==> src/rtl/dim_pkg.sv <==
package dim_pkg;

   localparam int CODE_W      = 3;
   localparam int BASE_SLOT_W = 5;

   // lit-slot count for a 32-slot row period, per brightness code
   function automatic logic [BASE_SLOT_W:0] base_lit(input logic [CODE_W-1:0] code);
      logic [BASE_SLOT_W:0] n;
      case (code)
         3'd0:    n = 6'd32;
         3'd1:    n = 6'd19;
         3'd2:    n = 6'd13;
         3'd3:    n = 6'd9;
         3'd4:    n = 6'd5;
         3'd5:    n = 6'd3;
         3'd6:    n = 6'd2;
         default: n = 6'd1;
      endcase
      return n;
   endfunction

endpackage

==> src/rtl/dim_duty_gen.sv <==
module dim_duty_gen
   import dim_pkg::*;
#(
   parameter int SLOT_W = 5
) (
   input  logic [CODE_W-1:0] bright_code,
   input  logic              ext_off,
   input  logic [SLOT_W-1:0] slot,
   output logic              duty_on
);

   localparam int CNT_W = SLOT_W + 1;
   localparam int SHIFT = SLOT_W - BASE_SLOT_W;

   if (SLOT_W < BASE_SLOT_W) begin : g_bad_slot_w
      $error("dim_duty_gen: SLOT_W must be at least %0d", BASE_SLOT_W);
   end

   logic [CNT_W-1:0] lit_cnt;

   always_comb begin
      lit_cnt = CNT_W'(base_lit(bright_code)) << SHIFT;
      if (ext_off) duty_on = 1'b1;
      else         duty_on = ({1'b0, slot} < lit_cnt);
   end

endmodule

==> src/rtl/dim_blank_combine.sv <==
module dim_blank_combine #(
   parameter int NUM_DIGITS = 4
) (
   input  logic                  blank_n,
   input  logic                  mblank,
   input  logic                  ext_off,
   input  logic [NUM_DIGITS-1:0] blank_exempt,
   output logic [NUM_DIGITS-1:0] digit_dark
);

   if (NUM_DIGITS < 1) begin : g_bad_digits
      $error("dim_blank_combine: NUM_DIGITS must be positive");
   end

   logic sw_blank;
   assign sw_blank = !blank_n || mblank;

   for (genvar d = 0; d < NUM_DIGITS; d++) begin : g_digit
      always_comb begin
         if (ext_off) digit_dark[d] = !blank_n;
         else         digit_dark[d] = sw_blank && !blank_exempt[d];
      end
   end

endmodule

==> src/rtl/dim_gate.sv <==
module dim_gate
   import dim_pkg::*;
#(
   parameter int NUM_DIGITS = 4,
   parameter int SLOT_W     = 5,
   parameter bit REG_OUT    = 1'b1
) (
   input  logic                  clk,
   input  logic                  rst_n,
   input  logic [2:0]            bright_code,
   input  logic                  mblank,
   input  logic                  ext_off,
   input  logic [NUM_DIGITS-1:0] blank_exempt,
   input  logic                  blank_n,
   input  logic [SLOT_W-1:0]     slot,
   output logic [NUM_DIGITS-1:0] digit_en
);

   logic                  duty_on;
   logic [NUM_DIGITS-1:0] digit_dark;
   logic [NUM_DIGITS-1:0] en_next;

   dim_duty_gen #(.SLOT_W(SLOT_W)) u_duty (
      .bright_code (bright_code),
      .ext_off     (ext_off),
      .slot        (slot),
      .duty_on     (duty_on)
   );

   dim_blank_combine #(.NUM_DIGITS(NUM_DIGITS)) u_blank (
      .blank_n      (blank_n),
      .mblank       (mblank),
      .ext_off      (ext_off),
      .blank_exempt (blank_exempt),
      .digit_dark   (digit_dark)
   );

   assign en_next = {NUM_DIGITS{duty_on}} & ~digit_dark;

   if (REG_OUT) begin : g_reg
      logic [NUM_DIGITS-1:0] en_q;
      always_ff @(posedge clk or negedge rst_n) begin
         if (!rst_n) en_q <= '0;
         else        en_q <= en_next;
      end
      assign digit_en = en_q;
   end else begin : g_comb
      assign digit_en = rst_n ? en_next : '0;
   end

endmodule

==> config.mk <==
export PLATFORM = sky130hd
export DESIGN_NAME = dim_gate
export DESIGN_NICKNAME = d
export VERILOG_FILES = /design/src/rtl/dim_pkg.sv /design/src/rtl/dim_duty_gen.sv /design/src/rtl/dim_blank_combine.sv /design/src/rtl/dim_gate.sv
export SDC_FILE = /design/constraint.sdc
export NUM_CORES = 1
export LEC_CHECK = 0
export BUFFER_PORTS_ARGS = -buffer_cell sky130_fd_sc_hd__buf_4
export CORE_AREA = 5 5 42 44
export CTS_CLUSTER_DIAMETER = 200
export DETAILED_ROUTE_END_ITERATION = 16
export DIE_AREA = 0 0 47 49
export PLACE_DENSITY = 0.61
export SKIP_LAST_GASP = 1
export SYNTH_ARGS = -nofsm -noshare
export SYNTH_HDL_FRONTEND = slang
export SYNTH_SLANG_ARGS = --single-unit
==> constraint.sdc <==
create_clock -name clk -period 0.8 [get_ports clk]
set_clock_uncertainty 0.15 [all_clocks]
set_input_delay 0.12 -clock clk [delete_from_list [all_inputs] [get_ports clk]]
set_output_delay 0.12 -clock clk [all_outputs]
set_load 0.02 [all_outputs]
# Word-level counts from Yosys, hierarchy flattened
# Cells that the tools add are included.
op_classes:
  n_addsub: 0
  bitwise_logic: 2
  order_cmp: 1
  n_div: 0
  shifts: 0
  mux: 6
  mul: 0
  n_reduce_logical: 11
  n_eq_ne: 6
op_table:
  columns: ["op", "n"]
  rows:
  - ["6-bit case mux with 7 select lines", 1]
  - ["3-bit == test (second input constant)", 3]
  - ["3-bit by 2-bit == test with 1-bit output (second input constant)", 2]
  - ["5-bit by 6-bit < comparator with 1-bit output", 1]
  - ["1-bit zero test", 5]
  - ["1-bit 2-to-1 mux", 5]
  - ["4-bit bitwise AND", 1]
  - ["1-bit logical AND", 4]
  - ["4-bit NOT", 1]
  - ["3-bit by 1-bit == test with 1-bit output (second input constant)", 1]
  - ["3-bit zero test", 1]
  - ["1-bit logical OR", 1]
word_totals:
  mem_count: 0
  inputBits: 17
  mem_bits_rw: 0
  mem_bits_ro: 0
  latch_bits: 0
  wordCells: 27
  register_bits: 4
  out_inout_bits: 4

# Longest topological paths before layout
depth:
  ltp_word: 6
  ltp_mapped: 7
  ltp_nobuf: 7

# Modules after synthesis
# A second synthesis with hierarchy kept.
hier_totals:
  cells_unflattened: 37
  area_unflattened_um2: 352.8
by_module_without_submodules:
  columns: ["module", "seq_area_each_um2", "area_per_inst_um2", "instances", "cells_each"]
  rows:
  - ["dim_duty_gen", 0.0, 158.9, 1, 20]
  - ["dim_gate", 100.1, 135.1, 1, 8]
  - ["dim_blank_combine", 0.0, 58.8, 1, 9]

# Worst setup path after synthesis
# No wires, ideal clock.
synth_path:
  path_kind: "input-to-reg"
  startpoint: "in bright_code[1]"
  endpoint: "reg g_reg.en_q[0] (netlist: digit_en[0])"
  path_slack_ns: -0.892
  stages: 6
  arrival_ns: 1.470
  path_buffers: 0
  t_required_ns: 0.578
  setup_time_ns: 0.072
  cell_sequence: "or3b_2 > ha_1 > a21oi_1 > a211oi_1 > a211o_1 > nor2_1"
synth_via:
  elab_chain_len: 5
  word_cells_on_any_way: 11
  classes_between: "1 x order compare; 6 x eq/ne; 2 x mux; 1 x bitwise; 1 x reduce/logical"
synth_lines:
  columns: ["element", "line", "rtl"]
  rows:
  - ["start, declared", "dim_gate.sv:10", "input logic [2:0] bright_code,"]
  - ["3-bit == test (tied with other cells)", "dim_pkg.sv:9", "case (code)"]
  - ["6-bit case mux with 7 select lines *", "dim_pkg.sv:9", null]
  - ["5-bit by 6-bit < comparator with 1-bit output *", "dim_duty_gen.sv:24", "else duty_on = ({1'b0, slot} < lit_cnt);"]
  - ["1-bit 2-to-1 mux *", "dim_duty_gen.sv:23", "if (ext_off) duty_on = 1'b1;"]
  - ["4-bit bitwise AND *", "dim_gate.sv:38", "assign en_next = {NUM_DIGITS{duty_on}} & ~digit_dark;"]
  - ["net en_next[0]", "dim_gate.sv:21", "logic [NUM_DIGITS-1:0] en_next;"]
  - ["end signal, assigned", "dim_gate.sv:44", "else en_q <= en_next;"]
  - ["end, declared", "dim_gate.sv:41", "logic [NUM_DIGITS-1:0] en_q;"]
# The timed path passes the listed nets; every way through them passes the cells marked *.

# Worst setup path in the final report
# Same ends and word-level chain as after synthesis.

==> run metrics <==
fin worst setup slack -0.662 ns; HPWL reported at the end of detailed placement 703 um; Detailed Routing Iterations Pass 1 2; placed cell count 75; Pins Over Slew Limit 0; Starting Density 0.215; leakage 0.000301 uW; headroom to the max-slew limit 0.798; Sw Ratio 0.275; CTS tree done; final count of hold timing violations 4; final period utilization 1.83; die area 2300 um^2; Pint 593 uW; failing checks hold timing, setup timing; fill cell count 150; initial DRC count 1; Post-Route Utilization 0.450; CTS Hold Buffers Added 1; Fmax achieved 684 MHz; grt ovf 0; Longest Clk Path Bufs 2; Avg Cell Area, Syn 8.62 um^2; Critical Path Slowest Stage Cell or3b_4; outcome finished with violations; area grow syn2layout 109%; # DRC 0; sequential share of power 0.292; worst hold path depth 3; Detailed Route WL 825 um; Tmin final 1.46 ns; vias in the first global route 356; Min-Delay Endpoint digit_en[2]; Max Cap Viol 0; GRT Overall Usage 0.0847; Tightest Pin Transition 0.301 ns; # diodes 0; Buf+Inv Stages, Crit Path 1; drt wl/cell 10.3 um; Gate power share 0.412; RSZ-0062 raised after global routing true; Vias/cell 4.33; FP Rows 14; DR vias 346; cell family with most CP delay simple AND/OR/NAND/NOR gates; pin count of the biggest net entering global routing 6; max FFs per register 4; Yosys cell types 18; crit start category input port; Hold Path Class in -> reg; Mapped Nets 56; Min Hold Slack -0.0303 ns; Critical Path Fanout Max 5; Clock Sinks 4; core box area 1400 um^2; Port Buf Inserts 20; crit path capture type flip-flop; GPL Wtd Cong 0.658; critical path data arrival time 1.47 ns; fin nets 87; crit-path max cell delay 0.40 ns; final std cells w/o fill 80; Clk network pwr share 0.296; Synth Cell Area 302 um^2; share of cells above drive strength 1 0.594; Worst Path Required 0.81 ns; Root Driver clkbuf_4; CP Class in -> reg; Yosys warning total 0; H-tree depth 1; antenna violations before repair 0; setup TNS -3.39 ns; # setup viols final 8; Die W 47 um; DP Worst Slack -0.943 ns; Synth Register Bits 4; cell area power density 1300 nW/um^2; Switching Power 225 uW; Worst IR Drop VDD 0.463 mV; Die Y-Extent 49 um; clock-pin slew on the worst setup and hold paths 0.04 ns; first-pass GRT wire length 1370 um; Hold Path Origin blank_exempt[2]; most common cell after layout, fill and taps aside buf_4; crit-path cells buf_8 > or3b_4 > ha_4 > a21oi_2 > a211oi_2 > a211o_1 > nor2_1; CTS buffer count 3; sequential share of the synthesized area 0.332; Mapped Cells 35; most frequent cells in the layout buf_4 (19), nor2_1 (8), dfrtp_1 (4), buf_6 (4), clkbuf_4 (3); post-route ant nets 0; IO Pins 21
-- routing by layer --
| layer | vias to the layer above | track usage | routed length [um] |
|---|---|---|---|
| met3 | 2 | 0.0258 | 40 |
| met4 | 0 | 0.0691 | 12 |
| li1 | 179 | - | - |
| met1 | 157 | 0.0776 | 260 |
| met2 | 8 | 0.143 | 512 |
| met5 | - | 0 | 0 |
-- tightest hold or removal path, delay by kind of cell --
kind	cells	cell delay (ns)
buf+inv	1	0.08
simple gates	2	0.11
-- repair_timing --
action | 4_1_cts | 5_1_grt
endpoints found under the hold margin | 8 | 3
cloned | 0 | 0
pin swaps | 8 | 4
setup endpoints to repair | 8 | 8
gates resized for setup | 8 | 4
setup buffers | 0 | 1
-- how the worst max path moves through the flow --
stage / from / endpoint / slack (ns) / cells after the start
after global placement: bright_code[1] / digit_en[3] / -0.94 / 8
after detailed placement: bright_code[2] / digit_en[0] / -0.94 / 7
final: bright_code[1] / digit_en[0] / -0.66 / 7
after global routing: bright_code[2] / digit_en[0] / -0.75 / 8
after CTS: bright_code[1] / digit_en[0] / -0.67 / 7
after floorplan: bright_code[2] / digit_en[0] / -0.72 / 6
-- stage by stage --
stage          area, um^2  power [uW]
6_report              631         818
5_1_grt               631         879
4_1_cts               602         818
3_5_place_dp          531         525
3_3_place_gp          531         519
2_1_floorplan         330         374
-- power by group through the flow --
| stage | logic [uW] | clock network, uW | registers [uW] |
|---|---|---|---|
| floorplan | 105 | 0 | 269 |
| global placement | 283 | 0 | 236 |
| detailed placement | 286 | 0 | 238 |
| CTS | 319 | 258 | 241 |
| global route | 371 | 266 | 242 |
| finish | 337 | 242 | 239 |
-- kinds of logic after synthesis --
kind of cell | after synthesis | synth area share
AND/OR/NAND/NOR | 18 | 0.295
AO/OA/AOI/OAI | 6 | 0.129
adder cells (fa/ha/maj) | 4 | 0.166
flip-flops | 4 | 0.332
XOR/XNOR | 1 | 0.0291
buffers and inverters | 1 | 0.0124
multiplexers | 1 | 0.0373
-- synth_stat cells --
master | count | share of area
a211o_1 | 1 | 0.029
a211oi_1 | 1 | 0.025
a21o_1 | 1 | 0.025
a21oi_1 | 2 | 0.033
dfrtp_1 | 4 | 0.33
ha_1 | 4 | 0.17
inv_1 | 1 | 0.012
mux2_2 | 1 | 0.037
nand2_1 | 1 | 0.012
nand2b_1 | 2 | 0.041
nand3_1 | 2 | 0.033
nor2_1 | 8 | 0.10
nor2b_1 | 1 | 0.021
nor3_1 | 2 | 0.033
o21ai_1 | 1 | 0.017
or2b_1 | 1 | 0.025
or3b_2 | 1 | 0.029
xor2_1 | 1 | 0.029
-- area by class of cell --
type,count,area [um^2],share of cell area
sequential,4,100,0.159
tap,16,20.0,0.0317
timing repair buffer,26,228,0.361
clock buffer,3,22.5,0.0357
multi-input combinational,30,256,0.407
inverter,1,3.75,0.00595
Power figures use the tool's default switching activity.
